==> config.mk <==
export PLATFORM = sky130hd
export DESIGN_NAME = lp_reg_sequencer
export DESIGN_NICKNAME = d
export VERILOG_FILES = /design/src/rtl/pwr_seq_pkg.sv /design/src/rtl/pwr_sync_bank.sv /design/src/rtl/pwr_event_unit.sv /design/src/rtl/pwr_reg_fsm.sv /design/src/rtl/lp_reg_sequencer.sv
export SDC_FILE = /design/constraint.sdc
export NUM_CORES = 1
export LEC_CHECK = 0
export BUFFER_PORTS_ARGS = -buffer_cell sky130_fd_sc_hd__buf_2
export CAP_MARGIN = 40
export CORE_ASPECT_RATIO = 1.1
export CORE_MARGIN = 2
export CORE_UTILIZATION = 25
export DETAILED_ROUTE_END_ITERATION = 6
export GPL_TIMING_DRIVEN = 1
export PLACE_DENSITY = 0.43
export SYNTH_ARGS = -nofsm -noshare
export SYNTH_HDL_FRONTEND = slang
export SYNTH_SLANG_ARGS = --single-unit
==> constraint.sdc <==
create_clock -name clk -period 1.5 [get_ports clk]
set_input_delay 0.15 -clock clk [delete_from_list [all_inputs] [get_ports clk]]
set_output_delay 0.15 -clock clk [all_outputs]
set_load 0.005 [all_outputs]
==> src/rtl/pwr_seq_pkg.sv <==
// Shared types and constants for the regulator sequencing controller.
// Assumes: state codes are internal only; mode codes are fixed by the port contract.
package pwr_seq_pkg;
    typedef enum logic [2:0] {
        PS_OFF   = 3'd0,
        PS_RUN   = 3'd1,
        PS_SLEEP = 3'd2,
        PS_DS1   = 3'd3,
        PS_DS2   = 3'd4
    } pwr_state_e;

    localparam int          NUM_ASYNC  = 5;
    localparam int          IDX_POR    = 0;
    localparam int          IDX_PDR    = 1;
    localparam int          IDX_BOD    = 2;
    localparam int          IDX_LVD    = 3;
    localparam int          IDX_RSTN   = 4;
    localparam logic [1:0]  MODE_SLEEP = 2'd0;
    localparam logic [1:0]  MODE_DS1   = 2'd1;
endpackage

==> src/rtl/pwr_sync_bank.sv <==
// Bank of two-flop synchronizers, one per asynchronous input bit.
// Assumes: each input is a slow level; RST_VAL gives each bit's idle value.
module pwr_sync_bank #(
    parameter int              WIDTH   = 5,
    parameter logic [WIDTH-1:0] RST_VAL = '0
) (
    input  logic             clk,
    input  logic             rst_n,
    input  logic [WIDTH-1:0] din,
    output logic [WIDTH-1:0] dout
);
    for (genvar g = 0; g < WIDTH; g++) begin : g_bit
        logic meta_q;
        logic sync_q;

        // Two-stage capture of one asynchronous bit.
        always_ff @(posedge clk) begin
            if (!rst_n) begin
                meta_q <= RST_VAL[g];
                sync_q <= RST_VAL[g];
            end else begin
                meta_q <= din[g];
                sync_q <= meta_q;
            end
        end

        assign dout[g] = sync_q;
    end
endmodule

==> src/rtl/pwr_event_unit.sv <==
// Brown-out and low-voltage event handling: reset request, sticky flags, irq, wake.
// Assumes: inputs s_bod/s_lvd are already synchronized; clears are one-cycle pulses or levels.
module pwr_event_unit (
    input  logic clk,
    input  logic rst_n,
    input  logic s_bod,
    input  logic s_lvd,
    input  logic cfg_bod_en,
    input  logic cfg_bod_irq_sel,
    input  logic cfg_lvd_wake,
    input  logic irq_en_bod,
    input  logic irq_en_lvd,
    input  logic clr_bod,
    input  logic clr_lvd,
    output logic bod_rst,
    output logic lvd_wake,
    output logic irq
);
    logic bod_set;
    logic lvd_set;
    logic bod_flag_q;
    logic lvd_flag_q;

    // Decode which response each comparator condition selects.
    always_comb begin
        bod_rst  = cfg_bod_en & ~cfg_bod_irq_sel & s_bod;
        bod_set  = cfg_bod_en &  cfg_bod_irq_sel & s_bod;
        lvd_set  = ~cfg_lvd_wake & s_lvd;
        lvd_wake =  cfg_lvd_wake & s_lvd;
    end

    // Sticky flags: set has priority over write-one-to-clear.
    always_ff @(posedge clk) begin
        if (!rst_n) begin
            bod_flag_q <= 1'b0;
            lvd_flag_q <= 1'b0;
        end else begin
            bod_flag_q <= bod_set | (bod_flag_q & ~clr_bod);
            lvd_flag_q <= lvd_set | (lvd_flag_q & ~clr_lvd);
        end
    end

    // Interrupt is the enabled OR of the flags.
    always_comb irq = (bod_flag_q & irq_en_bod) | (lvd_flag_q & irq_en_lvd);

    AST_BOD_FLAG_STICKY: assert property (@(posedge clk) disable iff (!rst_n)
        (bod_flag_q && !clr_bod) |=> bod_flag_q) else $error("bod flag lost");
    AST_CLR_WITHOUT_SET: assert property (@(posedge clk) disable iff (!rst_n)
        (clr_lvd && !lvd_set) |=> !lvd_flag_q) else $error("lvd clear failed");
    AST_LVD_WAKE_NO_FLAG: assert property (@(posedge clk) disable iff (!rst_n)
        (cfg_lvd_wake && !lvd_flag_q) |=> !lvd_flag_q) else $error("lvd flag in wake mode");
    AST_BOD_SEL_EXCLUSIVE: assert property (@(posedge clk) disable iff (!rst_n)
        (cfg_bod_irq_sel && !bod_flag_q && s_bod && cfg_bod_en) |=> bod_flag_q)
        else $error("bod irq path not taken");
endmodule

==> src/rtl/pwr_reg_fsm.sv <==
// Power state machine and regulator enable decode.
// Assumes: all condition inputs are synchronous; power-down overrides every other input.
module pwr_reg_fsm
    import pwr_seq_pkg::*;
(
    input  logic       clk,
    input  logic       rst_n,
    input  logic       s_por,
    input  logic       s_pdr,
    input  logic       s_bod,
    input  logic       wake_any,
    input  logic       rst_fall,
    input  logic       sleep_req,
    input  logic [1:0] sleep_mode,
    input  logic       cfg_bod_en,
    input  logic       cfg_ldo_off,
    input  logic       cfg_ldo_lcm,
    input  logic       cfg_uldo_on,
    output logic       in_off,
    output logic       mldo_en,
    output logic       uldo_en,
    output logic       uldo_lcm,
    output logic       wake_evt
);
    pwr_state_e state_q;
    pwr_state_e state_d;
    logic       sleeping;
    logic       resume;
    logic       power_up;
    logic       wake_evt_q;

    // Qualifying events for leaving a low-power or off state.
    always_comb begin
        sleeping = (state_q == PS_SLEEP) || (state_q == PS_DS1) || (state_q == PS_DS2);
        resume   = s_por & (wake_any | rst_fall);
        power_up = s_por & (wake_any | rst_fall | (cfg_bod_en & ~s_bod));
    end

    // Next-state selection with power-down taking priority.
    always_comb begin
        state_d = state_q;
        if (s_pdr) begin
            state_d = PS_OFF;
        end else begin
            unique case (state_q)
                PS_OFF:   if (power_up) state_d = PS_RUN;
                PS_RUN: begin
                    if (sleep_req) begin
                        if (sleep_mode == MODE_SLEEP)    state_d = PS_SLEEP;
                        else if (sleep_mode == MODE_DS1) state_d = PS_DS1;
                        else                             state_d = PS_DS2;
                    end
                end
                PS_SLEEP, PS_DS1, PS_DS2: if (resume) state_d = PS_RUN;
                default:  state_d = PS_OFF;
            endcase
        end
    end

    // State and wake pulse registers.
    always_ff @(posedge clk) begin
        if (!rst_n) begin
            state_q    <= PS_OFF;
            wake_evt_q <= 1'b0;
        end else begin
            state_q    <= state_d;
            wake_evt_q <= sleeping & ~s_pdr & resume;
        end
    end

    // Regulator enables per state, forced off during power-down.
    always_comb begin
        mldo_en  = 1'b0;
        uldo_en  = 1'b0;
        uldo_lcm = 1'b0;
        unique case (state_q)
            PS_RUN, PS_SLEEP: begin
                mldo_en  = ~cfg_ldo_off & ~cfg_ldo_lcm;
                uldo_en  = ~cfg_ldo_off &  cfg_ldo_lcm;
                uldo_lcm = ~cfg_ldo_off &  cfg_ldo_lcm;
            end
            PS_DS1: begin
                uldo_en  = 1'b1;
                uldo_lcm = 1'b1;
            end
            PS_DS2: begin
                uldo_en  = cfg_uldo_on;
                uldo_lcm = cfg_uldo_on;
            end
            default: ;
        endcase
        if (s_pdr) begin
            mldo_en = 1'b0;
            uldo_en = 1'b0;
        end
    end

    assign in_off   = (state_q == PS_OFF);
    assign wake_evt = wake_evt_q;

    AST_PDR_REG_OFF: assert property (@(posedge clk) disable iff (!rst_n)
        s_pdr |-> (!mldo_en && !uldo_en)) else $error("regulator on in power-down");
    AST_PDR_TO_OFF: assert property (@(posedge clk) disable iff (!rst_n)
        s_pdr |=> (state_q == PS_OFF)) else $error("power-down did not reach OFF");
    AST_OFF_NEEDS_POR: assert property (@(posedge clk) disable iff (!rst_n)
        ((state_q == PS_OFF) && !s_por) |=> (state_q == PS_OFF)) else $error("left OFF without POR");
    AST_WAKE_TO_RUN: assert property (@(posedge clk) disable iff (!rst_n)
        (sleeping && !s_pdr && s_por && wake_any) |=> (state_q == PS_RUN && wake_evt))
        else $error("wake did not resume");
    AST_WAKE_ONE_CYCLE: assert property (@(posedge clk) disable iff (!rst_n)
        wake_evt |=> !wake_evt) else $error("wake pulse too long");
    AST_DS_MAIN_OFF: assert property (@(posedge clk) disable iff (!rst_n)
        ((state_q == PS_DS1) || (state_q == PS_DS2)) |-> !mldo_en) else $error("main on in deep sleep");
endmodule

==> src/rtl/lp_reg_sequencer.sv <==
// Top of the regulator sequencing controller: synchronizers, reset-pin edge
// detect, event unit and power state machine.
// Assumes: comparator flags and the reset pin are asynchronous; everything else is synchronous to clk.
module lp_reg_sequencer
    import pwr_seq_pkg::*;
#(
    parameter int NUM_WAKE = 3
) (
    input  logic                clk,
    input  logic                rst_n,
    input  logic                por_ok_a,
    input  logic                pdr_low_a,
    input  logic                bod_low_a,
    input  logic                lvd_low_a,
    input  logic                ext_rst_n_a,
    input  logic [NUM_WAKE-1:0] wake_req,
    input  logic                sleep_req,
    input  logic [1:0]          sleep_mode,
    input  logic                cfg_bod_en,
    input  logic                cfg_bod_irq_sel,
    input  logic                cfg_ldo_off,
    input  logic                cfg_ldo_lcm,
    input  logic                cfg_uldo_on,
    input  logic                cfg_lvd_wake,
    input  logic                irq_en_bod,
    input  logic                irq_en_lvd,
    input  logic                clr_bod,
    input  logic                clr_lvd,
    output logic                mldo_en,
    output logic                uldo_en,
    output logic                uldo_lcm,
    output logic                sys_rst,
    output logic                irq,
    output logic                wake_evt
);
    localparam logic [NUM_ASYNC-1:0] SYNC_RST = NUM_ASYNC'(1) << IDX_RSTN;

    logic [NUM_ASYNC-1:0] raw_flags;
    logic [NUM_ASYNC-1:0] s_flags;
    logic                 rstn_prev_q;
    logic                 rst_fall;
    logic                 lvd_wake;
    logic                 bod_rst;
    logic                 wake_any;
    logic                 in_off;

    assign raw_flags[IDX_POR]  = por_ok_a;
    assign raw_flags[IDX_PDR]  = pdr_low_a;
    assign raw_flags[IDX_BOD]  = bod_low_a;
    assign raw_flags[IDX_LVD]  = lvd_low_a;
    assign raw_flags[IDX_RSTN] = ext_rst_n_a;

    pwr_sync_bank #(
        .WIDTH   (NUM_ASYNC),
        .RST_VAL (SYNC_RST)
    ) i_sync (
        .clk   (clk),
        .rst_n (rst_n),
        .din   (raw_flags),
        .dout  (s_flags)
    );

    // Previous synchronized reset-pin level for falling-edge detection.
    always_ff @(posedge clk) begin
        if (!rst_n) rstn_prev_q <= 1'b1;
        else        rstn_prev_q <= s_flags[IDX_RSTN];
    end

    assign rst_fall = rstn_prev_q & ~s_flags[IDX_RSTN];
    assign wake_any = (|wake_req) | lvd_wake;

    pwr_event_unit i_events (
        .clk             (clk),
        .rst_n           (rst_n),
        .s_bod           (s_flags[IDX_BOD]),
        .s_lvd           (s_flags[IDX_LVD]),
        .cfg_bod_en      (cfg_bod_en),
        .cfg_bod_irq_sel (cfg_bod_irq_sel),
        .cfg_lvd_wake    (cfg_lvd_wake),
        .irq_en_bod      (irq_en_bod),
        .irq_en_lvd      (irq_en_lvd),
        .clr_bod         (clr_bod),
        .clr_lvd         (clr_lvd),
        .bod_rst         (bod_rst),
        .lvd_wake        (lvd_wake),
        .irq             (irq)
    );

    pwr_reg_fsm i_fsm (
        .clk         (clk),
        .rst_n       (rst_n),
        .s_por       (s_flags[IDX_POR]),
        .s_pdr       (s_flags[IDX_PDR]),
        .s_bod       (s_flags[IDX_BOD]),
        .wake_any    (wake_any),
        .rst_fall    (rst_fall),
        .sleep_req   (sleep_req),
        .sleep_mode  (sleep_mode),
        .cfg_bod_en  (cfg_bod_en),
        .cfg_ldo_off (cfg_ldo_off),
        .cfg_ldo_lcm (cfg_ldo_lcm),
        .cfg_uldo_on (cfg_uldo_on),
        .in_off      (in_off),
        .mldo_en     (mldo_en),
        .uldo_en     (uldo_en),
        .uldo_lcm    (uldo_lcm),
        .wake_evt    (wake_evt)
    );

    // Power reset request from state, supply detectors and brown-out.
    always_comb sys_rst = in_off | s_flags[IDX_PDR] | ~s_flags[IDX_POR] | bod_rst;

    AST_RST_WHEN_NO_POR: assert property (@(posedge clk) disable iff (!rst_n)
        !s_flags[IDX_POR] |-> (sys_rst && !wake_evt)) else $error("no reset without POR");
    AST_RST_FALL_SINGLE: assert property (@(posedge clk) disable iff (!rst_n)
        rst_fall |=> !rst_fall) else $error("reset edge held");
endmodule

==> results.sh, run 1 <==
export IMPL_status="complete, no violations"
export IMPL_synthCells=84
export IMPL_die_w_um=56.7
export IMPL_fill_cells=335
export IMPL_final_util=0.336
export IMPL_root_buffer="clkbuf_4"
export IMPL_first_global_vias=625
export IMPL_initialDrtViolationCount=11
export IMPL_finalClockSkew_ns=0.00861
export IMPL_leakage_nw=0.425
export IMPL_yosys_warnings=0
export IMPL_hp_class="in2reg"
export IMPL_antenna_found_initial=0
export IMPL_vdd_drop_max_uv=496
export IMPL_io_pins=29
export IMPL_fmax_ghz=0.678
export IMPL_fp_row_count=21
export IMPL_crit_slowest_cell="or4_4"
export IMPL_grt_setup_unrepaired="true"
export IMPL_worst_path_max_fanout=2
export IMPL_syn_area_per_cell_um2=9.09
export IMPL_worst_slew_pin_slew_ns=0.336
export IMPL_final_layout_size_suffix_gt1_frac=0.385
export IMPL_vias_per_cell=4.58
export IMPL_grt_first_pass_wirelength_um=2660
export IMPL_area_growth_pct=30.7
export IMPL_synth_fp_nets=107
export IMPL_hold_viol_final=0
export IMPL_synth_most_common_cell="dfxtp_1"
export IMPL_stdcell_area_um2=997
export IMPL_netlist_area_um2=763
export IMPL_synth_area_leader_cell="dfxtp_1"
export IMPL_core_um2=2970
export IMPL_placed_area_um2=933
export IMPL_hold_worst_slack_ns=0.0336
export IMPL_start_util=0.257
export IMPL_place_ws_ns=0.0910
export IMPL_crit_arrival_ns=1.32
export IMPL_place_congestion=0.765
export IMPL_slew_limit_headroom=0.775
export IMPL_seq_area_frac_synth=0.446
export IMPL_crit_required_ns=1.35
export IMPL_ys_async_sr_fraction=0
export IMPL_criticalPathCategory="reg2out"
export IMPL_cap_violations=0
export IMPL_synth_seq_cells=17
export IMPL_drc=0
export IMPL_yosysUniqueCellTypes=32
export IMPL_grt_ovfl_total=0
export IMPL_grt_max_degree=15
export IMPL_wl_per_cell_um=10.4
export IMPL_ant_nets=0
export IMPL_worst_slack_ns=0.0259
export IMPL_die_h_um=62.0
export IMPL_timing_final_crit_share=0.983
export IMPL_fin_crit_ns=1.47
export IMPL_dieArea_um2=3510
export IMPL_cts_buffers=3
export IMPL_cts_hold_buffers=0
export IMPL_cp_end_kind="output port"
export IMPL_grtUsageTotal=0.101
export IMPL_nets=141
export IMPL_clkTransAtPathRegs_ns=0.10
export IMPL_path_cells="or4_4 -> nor2_2 -> buf_2"
export IMPL_slowest_delay_ns=0.47
export IMPL_io_buffers=28
export IMPL_dp_hpwl_um=1230
export IMPL_drt_pre_antenna_iters=3
export IMPL_synth_area_top_cells="dfxtp_1 45%, and2_1 7.4%, nand2b_1 5.7%"
export IMPL_clk_latency_ns=0.29
export IMPL_cts_tree="built"
export IMPL_synth_commonest_cells="17 x dfxtp_1, 9 x and2_1, 7 x nand2b_1"
export IMPL_p_per_area_nw_per_um2=903
export IMPL_setup_violations=0
export IMPL_synth_edf_count=0
export IMPL_vias=691
export IMPL_cts_buffer_depth=2
export IMPL_netlist_area_leader_share=0.446
export IMPL_start_kind="register"
export IMPL_routed_wl_um=1580
export IMPL_diodes=0
export IMPL_cts_sinks=17
export IMPL_final_max_slew_violation_count=0
export IMPL_ys_flop_type="dfxtp_1"
export IMPL_cts_htree_levels=1
-- power breakdown --
| group | switching [W] | internal, W |
|---|---|---|
| combinational | 0.0000770 | 0.0000899 |
| sequential | 0.0000173 | 0.000471 |
| clock | 0.000146 | 0.0000991 |
| total | 0.000240 | 0.000660 |
-- stage by stage --
stage | std cells | TNS [ns] | total power, W
floorplan | 84 | 0 | 0.000602
global placement | 144 | 0 | 0.000660
detailed placement | 144 | 0 | 0.000660
CTS | 149 | 0 | 0.000910
global route | 151 | -0.0743 | 0.000964
finish | 151 | 0 | 0.000901
-- worst max-delay path, delay by kind of cell (launching register included) --
| family | cells | cell delay [ns] |
|---|---|---|
| buf+inv | 1 | 0.11 |
| flops | 1 | 0.36 |
| simple gates | 2 | 0.57 |
-- repair_timing --
action,in CTS,in global routing
setup endpoints to repair,3,6
resized for setup,3,5
endpoints found under the hold margin,0,0
pin swaps,2,5
buffers inserted,1,2
cloned,0,0
-- flip-flops by register name, indices dropped and copies added (netlist names) --
signal / count
i_events.bod_flag_q: 1
i_events.lvd_flag_q: 1
i_fsm.state_q: 3
i_fsm.wake_evt: 1
i_sync.g_bit.meta_q: 5
i_sync.g_bit.sync_q: 5
rstn_prev_q: 1
-- layout by cell type, fill, tap and decap left out, drive strengths merged, types with 4 or more instances in the layout --
cell type   n
a21oi       4
and2        9
buf        31
clkbuf      4
dfxtp      17
inv         5
nand2       5
nand2b      7
nor2        5
o211ai      4
-- routing by layer --
layer | part of all wire | GRT usage | vias to the layer above
met1 | 0.42 | 0.117 | 312
li1 | - | - | 364
met2 | 0.52 | 0.169 | 13
met3 | 0.045 | 0.0228 | 2
met5 | 0 | 0 | -
met4 | 0.012 | 0.0714 | 0
-- kinds of logic (layout without fill, tap and decap cells) --
logic type | Yosys count | after routing | share of synthesized area
simple gates | 39 | 39 | 0.302
compound gates | 18 | 18 | 0.177
fa+ha+maj | 1 | 1 | 0.0131
buf+inv | 8 | 41 | 0.0508
xor+xnor | 1 | 1 | 0.0115
flops | 17 | 17 | 0.446
-- area by class of cell --
cell class,count,area [um2],area share
repair buffers,32,168,0.168
clock inverters,1,5.00,0.00502
multi-input cells,59,392,0.393
inverters,5,18.8,0.0188
well taps,34,42.5,0.0427
flip-flops and latches,17,349,0.350
clock buffers,3,22.5,0.0226
-- worst paths after layout --
kind	startpoint	to	slack, ns	cells past startpoint
worst max-delay path	i_fsm.state_q[2]$_SDFFE_PP0P_	mldo_en	0.03	3
worst min-delay path	ext_rst_n_a	i_sync.g_bit[4].meta_q$_SDFF_PN1_	0.03	2
worst max register to register	i_fsm.state_q[2]$_SDFFE_PP0P_	i_fsm.state_q[1]$_SDFFE_PP0P_	0.07	5
worst min register to register	i_sync.g_bit[4].meta_q$_SDFF_PN1_	i_sync.g_bit[4].sync_q$_SDFF_PN1_	0.42	1
(Power assumes the default switching activity.)
==> inputs of run 2 (changes only) <==
Settings changed: PLACE_DENSITY 0.43 to 0.52.
==> run 2 against run 1 <==
Global-route usage about the same; highest routed layer unchanged; via count increased by 2.3%; routed wire length increased by 2.1%; sequential power about the same; critical path type unchanged.
==> results.sh, run 2 (synthesized netlist as in run 1, its figures left out) <==
export IMPL_area_growth_pct=29.5
export IMPL_clk_latency_ns=0.28
export IMPL_vdd_drop_max_uv=471
export IMPL_cts_tree="built"
export IMPL_status="complete, no violations"
export IMPL_cts_htree_levels=1
export IMPL_die_w_um=56.7
export IMPL_worstHoldStart="ext_rst_n_a"
export IMPL_fin_crit_ns=1.43
export IMPL_final_util=0.333
export IMPL_dp_hpwl_um=1250
export IMPL_drc=0
export IMPL_grt_max_degree=15
export IMPL_place_congestion=0.828
export IMPL_finalPower_w=0.000883
export IMPL_cts_buffers=3
export IMPL_grtUsageTotal=0.101
export IMPL_crit_required_ns=1.35
export IMPL_r2r_start="i_fsm.state_q[2]$_SDFFE_PP0P_"
export IMPL_antenna_found_initial=0
export IMPL_cap_violations=0
export IMPL_root_buffer="clkbuf_4"
export IMPL_cts_buffer_depth=2
export IMPL_cp_end_kind="output port"
export IMPL_top_regs="i_sync.g_bit.meta_q (5), i_sync.g_bit.sync_q (5), i_fsm.state_q (3)"
export IMPL_final_common_cell="buf_2"
export IMPL_grt_ovfl_total=0
export IMPL_grt_first_pass_wirelength_um=2780
export IMPL_criticalPathCategory="reg2out"
export IMPL_routed_wl_um=1610
export IMPL_hold_viol_final=0
export IMPL_timing_final_crit_share=0.956
export IMPL_cts_hold_buffers=0
export IMPL_worst_slack_ns=0.0665
export IMPL_first_global_vias=699
export IMPL_final_layout_size_suffix_gt1_frac=0.353
export IMPL_seq_area_um2=349
export IMPL_tns_ns=0
export IMPL_nets=140
export IMPL_slew_limit_headroom=0.746
export IMPL_fp_row_count=21
export IMPL_setup_violations=0
export IMPL_drt_pre_antenna_iters=4
export IMPL_finalClockSkew_ns=0.00312
export IMPL_fill_cells=324
export IMPL_multi_input_area_um2=385
export IMPL_fmax_ghz=0.698
export IMPL_final_max_slew_violation_count=0
export IMPL_diodes=0
export IMPL_vias=707
export IMPL_initialDrtViolationCount=20
export IMPL_clkTransAtPathRegs_ns=0.09
export IMPL_p_per_area_nw_per_um2=894
export IMPL_crit_arrival_ns=1.28
export IMPL_leakage_nw=0.418
export IMPL_worst_path_max_fanout=2
export IMPL_start_util=0.257
export IMPL_final_cell_mix="28 x buf_2, 14 x dfxtp_1, 9 x and2_1, 7 x nand2b_1"
export IMPL_hp_class="in2reg"
export IMPL_worst_slew_pin_slew_ns=0.379
export IMPL_io_pins=29
export IMPL_cts_sinks=17
export IMPL_start_kind="register"
export IMPL_vias_per_cell=4.71
export IMPL_grt_setup_unrepaired="false"
export IMPL_wl_per_cell_um=10.7
export IMPL_ant_nets=0
export IMPL_io_buffers=28
export IMPL_die_h_um=62.0
export IMPL_core_um2=2970
export IMPL_dieArea_um2=3510
export IMPL_place_ws_ns=0.0695
export IMPL_crit_start="i_fsm.state_q[2]$_SDFFE_PP0P_"
run 2: changes by cell type in the layout (fill, tap and decap cells not counted):
cell      before  now
buf_4          3    2
buf_6          0    1
clkbuf_1       0    1
clkbuf_2       1    0
clkinv_2       1    0
nor2_1         4    5
nor2_2         1    0
or4_1          0    1
or4_4          1    0
run 2: layout make-up:
class / count / share of cell area
multi-input cells: 59 / 0.390
inverters: 5 / 0.0190
repair buffers: 31 / 0.168
well taps: 34 / 0.0430
flip-flops and latches: 17 / 0.353
clock buffers: 4 / 0.0266
run 2: routing by layer:
layer  track usage  wire length (um)  vias to the layer above
li1              -                 -                      359
met1         0.122               740                      310
met2         0.171               724                       36
met3        0.0248               137                        2
met4        0.0476                 8                        0
met5             0                 0                        -
run 2: path summary, 6_finish.rpt:
kind | endpoint | depth (start not counted) | slack, ns
worst max register to register | i_fsm.state_q[1]$_SDFFE_PP0P_ | 5 | 0.09
worst min-delay path | i_sync.g_bit[4].meta_q$_SDFF_PN1_ | 2 | 0.05
worst min register to register | i_sync.g_bit[4].sync_q$_SDFF_PN1_ | 1 | 0.41
worst max-delay path | mldo_en | 3 | 0.07
run 2: worst max-delay path, stage by stage (launching register included):
cell,delay (ns)
dfxtp_4,0.35
or4_1,0.46
nor2_1,0.09
buf_2,0.11
run 2: metrics by stage:
| step | cells | cell area [um2] | hold WS (ns) |
|---|---|---|---|
| after floorplan | 84 | 763 | 0.223 |
| after global placement | 143 | 926 | 0.330 |
| after detailed placement | 143 | 926 | 0.333 |
| after CTS | 149 | 972 | 0.0314 |
| after global routing | 150 | 988 | 0.0457 |
| final | 150 | 988 | 0.0451 |
run 2: where the power goes:
part | leakage, nW | switching, W | total [W] | internal [W]
clock | 0.0150 | 0.000127 | 0.000230 | 0.000103
sequential | 0.142 | 0.0000172 | 0.000489 | 0.000471
combinational | 0.262 | 0.0000791 | 0.000165 | 0.0000855
run 2: what timing repair did:
item	CTS	global route
buffers inserted	2	1
gates resized for setup	3	4
hold endpoints to repair	0	0
pin swaps	2	4
endpoints found under the setup margin	2	4
==> inputs of run 3 (changes only) <==
Settings changed: CORE_UTILIZATION 25 to 30, CTS_BUF_LIST set to sky130_fd_sc_hd__clkbuf_16, PLACE_DENSITY 0.52 to 0.59.
==> run 3 against run 2 <==
Worst hold slack gained 0.038 ns; sequential power about the same; count of clock-buffer cells in the layout is 1 lower; power increased by 33%; worst setup slack worse by 0.042 ns; via count shrank 3.7%; register-to-register slack gained 0.04 ns; flip-flop and latch count stayed put; die area decreased by 16%; critical path depth unchanged; fmax shrank 2.9%; first-iteration DRC count fell by 55%; critical path type unchanged; largest power group is now clock.
==> results.sh, run 3 (synthesized netlist as in run 1, its figures left out) <==
export IMPL_timing_final_crit_share=0.984
export IMPL_vias_per_cell=4.66
export IMPL_grt_ovfl_total=0
export IMPL_die_h_um=56.9
export IMPL_tns_ns=0
export IMPL_core_um2=2450
export IMPL_final_max_slew_violation_count=0
export IMPL_crit_required_ns=1.35
export IMPL_area_growth_pct=33.8
export IMPL_io_pins=29
export IMPL_slowest_delay_ns=0.51
export IMPL_clkTransAtPathRegs_ns=0.05
export IMPL_dp_hpwl_um=1230
export IMPL_status="complete, no violations"
export IMPL_crit_slowest_cell="or4_1"
export IMPL_vdd_drop_max_uv=612
export IMPL_place_congestion=0.874
export IMPL_final_common_cell="buf_2"
export IMPL_cap_violations=0
export IMPL_initialDrtViolationCount=9
export IMPL_intPower_w=0.000910
export IMPL_drc=0
export IMPL_vias=681
export IMPL_start_util=0.312
export IMPL_p_per_area_nw_per_um2=1150
export IMPL_wl_per_cell_um=10.8
export IMPL_antenna_found_initial=0
export IMPL_cts_buffers=3
export IMPL_top_regs="i_sync.g_bit.meta_q (5), i_sync.g_bit.sync_q (5), i_fsm.state_q (3)"
export IMPL_die_w_um=52.1
export IMPL_p_seq_frac=0.417
export IMPL_crit_arrival_ns=1.33
export IMPL_clk_latency_ns=0.25
export IMPL_p_sw_w=0.000263
export IMPL_path_cells="or4_1 -> nor2_1 -> buf_2"
export IMPL_worst_slack_ns=0.0244
export IMPL_final_cell_mix="28 x buf_2, 15 x dfxtp_1, 9 x and2_1, 7 x nand2b_1, 6 x inv_1"
export IMPL_fin_crit_ns=1.48
export IMPL_netSwitchingFraction=0.224
export IMPL_start_kind="register"
export IMPL_cts_tree="built"
export IMPL_final_layout_size_suffix_gt1_frac=0.330
export IMPL_grt_max_degree=15
export IMPL_hold_worst_slack_ns=0.0833
export IMPL_cts_hold_buffers=0
export IMPL_worst_slew_pin_slew_ns=0.349
export IMPL_dieArea_um2=2960
export IMPL_grt_setup_unrepaired="false"
export IMPL_nets=139
export IMPL_slew_limit_headroom=0.766
export IMPL_hold_viol_final=0
export IMPL_hp_class="in2reg"
export IMPL_grt_first_pass_wirelength_um=2660
export IMPL_grtUsageTotal=0.120
export IMPL_io_buffers=28
export IMPL_finalClockSkew_ns=0.00368
export IMPL_leakage_nw=0.438
export IMPL_fmax_ghz=0.678
export IMPL_root_buffer="clkbuf_16"
export IMPL_fp_row_count=19
export IMPL_drt_pre_antenna_iters=4
export IMPL_clkPwrFrac=0.444
export IMPL_cts_buffer_depth=2
export IMPL_cp_end_kind="output port"
export IMPL_worst_path_max_fanout=7
export IMPL_diodes=0
export IMPL_worst_hold_path_num_cells=2
export IMPL_place_ws_ns=0.0847
export IMPL_criticalPathCategory="reg2out"
export IMPL_ant_nets=0
export IMPL_cts_htree_levels=1
export IMPL_setup_violations=0
export IMPL_routed_wl_um=1580
export IMPL_cts_sinks=17
export IMPL_first_global_vias=677
export IMPL_rr_worst_depth=4
export IMPL_combinationalPowerShare=0.139
==> run 3: cell count changes in the layout (fill, tap and decap cells not counted) <==
cell / delta
dfxtp_1: +1
maj3_2: -1
dfxtp_4: -1
buf_6: -1
inv_1: +1
maj3_1: +1
clkbuf_16: +3
clkbuf_4: -3
clkbuf_1: -1
==> run 3: path summary, 6_finish.rpt <==
check | from | to | slack, ns
max | i_fsm.state_q[2]$_SDFFE_PP0P_ | mldo_en | 0.02
min reg2reg | i_sync.g_bit[4].meta_q$_SDFF_PN1_ | i_sync.g_bit[4].sync_q$_SDFF_PN1_ | 0.40
max reg2reg | i_fsm.state_q[1]$_SDFFE_PP0P_ | i_fsm.state_q[2]$_SDFFE_PP0P_ | 0.13
min | ext_rst_n_a | i_sync.g_bit[4].meta_q$_SDFF_PN1_ | 0.08
==> run 3: worst max-delay path, delay by kind of cell, from the launching register on <==
kind                   cells  cell delay [ns]
flip-flops                 1             0.36
buffers and inverters      1             0.11
AND/OR/NAND/NOR            2             0.61
==> run 3: timing repair <==
item	4_1_cts	5_1_grt
resized for setup	1	2
pin swaps	0	0
setup buffers	0	1
endpoints found under the hold margin	0	0
setup endpoints to repair	1	2
==> run 3: cell type report <==
cell class / instances / area [um2]
repair buffers: 30 / 155
fillers: 250 / 1430
clock inverters: 1 / 3.75
inverters: 5 / 18.8
well taps: 31 / 38.8
flip-flops and latches: 17 / 345
clock buffers: 3 / 75.1
multi-input cells: 59 / 384
==> run 3: layer usage <==
layer  vias up  global-route usage  wire length [um]
met3         4              0.0346               114
met5         -                   0                 0
met1       290               0.129               669
met4         0              0.0827                35
met2        30               0.199               765
li1        357                   -                 -
==> run 3: per-stage QoR <==
stage,cells,total power [W],utilization,cell area [um2]
floorplan,84,0.000602,-,763
finish,146,0.00117,0.417,1020
global placement,141,0.000655,0.380,930
global route,146,0.00123,0.417,1020
CTS,145,0.00119,0.412,1010
detailed placement,141,0.000662,0.380,930
==> run 3: power by group through the flow <==
stage / Clock (W) / Sequential (W) / Combinational [W]
floorplan: 0 / 0.000495 / 0.000107
global placement: 0 / 0.000499 / 0.000156
detailed placement: 0 / 0.000500 / 0.000162
CTS: 0.000538 / 0.000491 / 0.000163
global route: 0.000556 / 0.000492 / 0.000182
finish: 0.000521 / 0.000489 / 0.000163
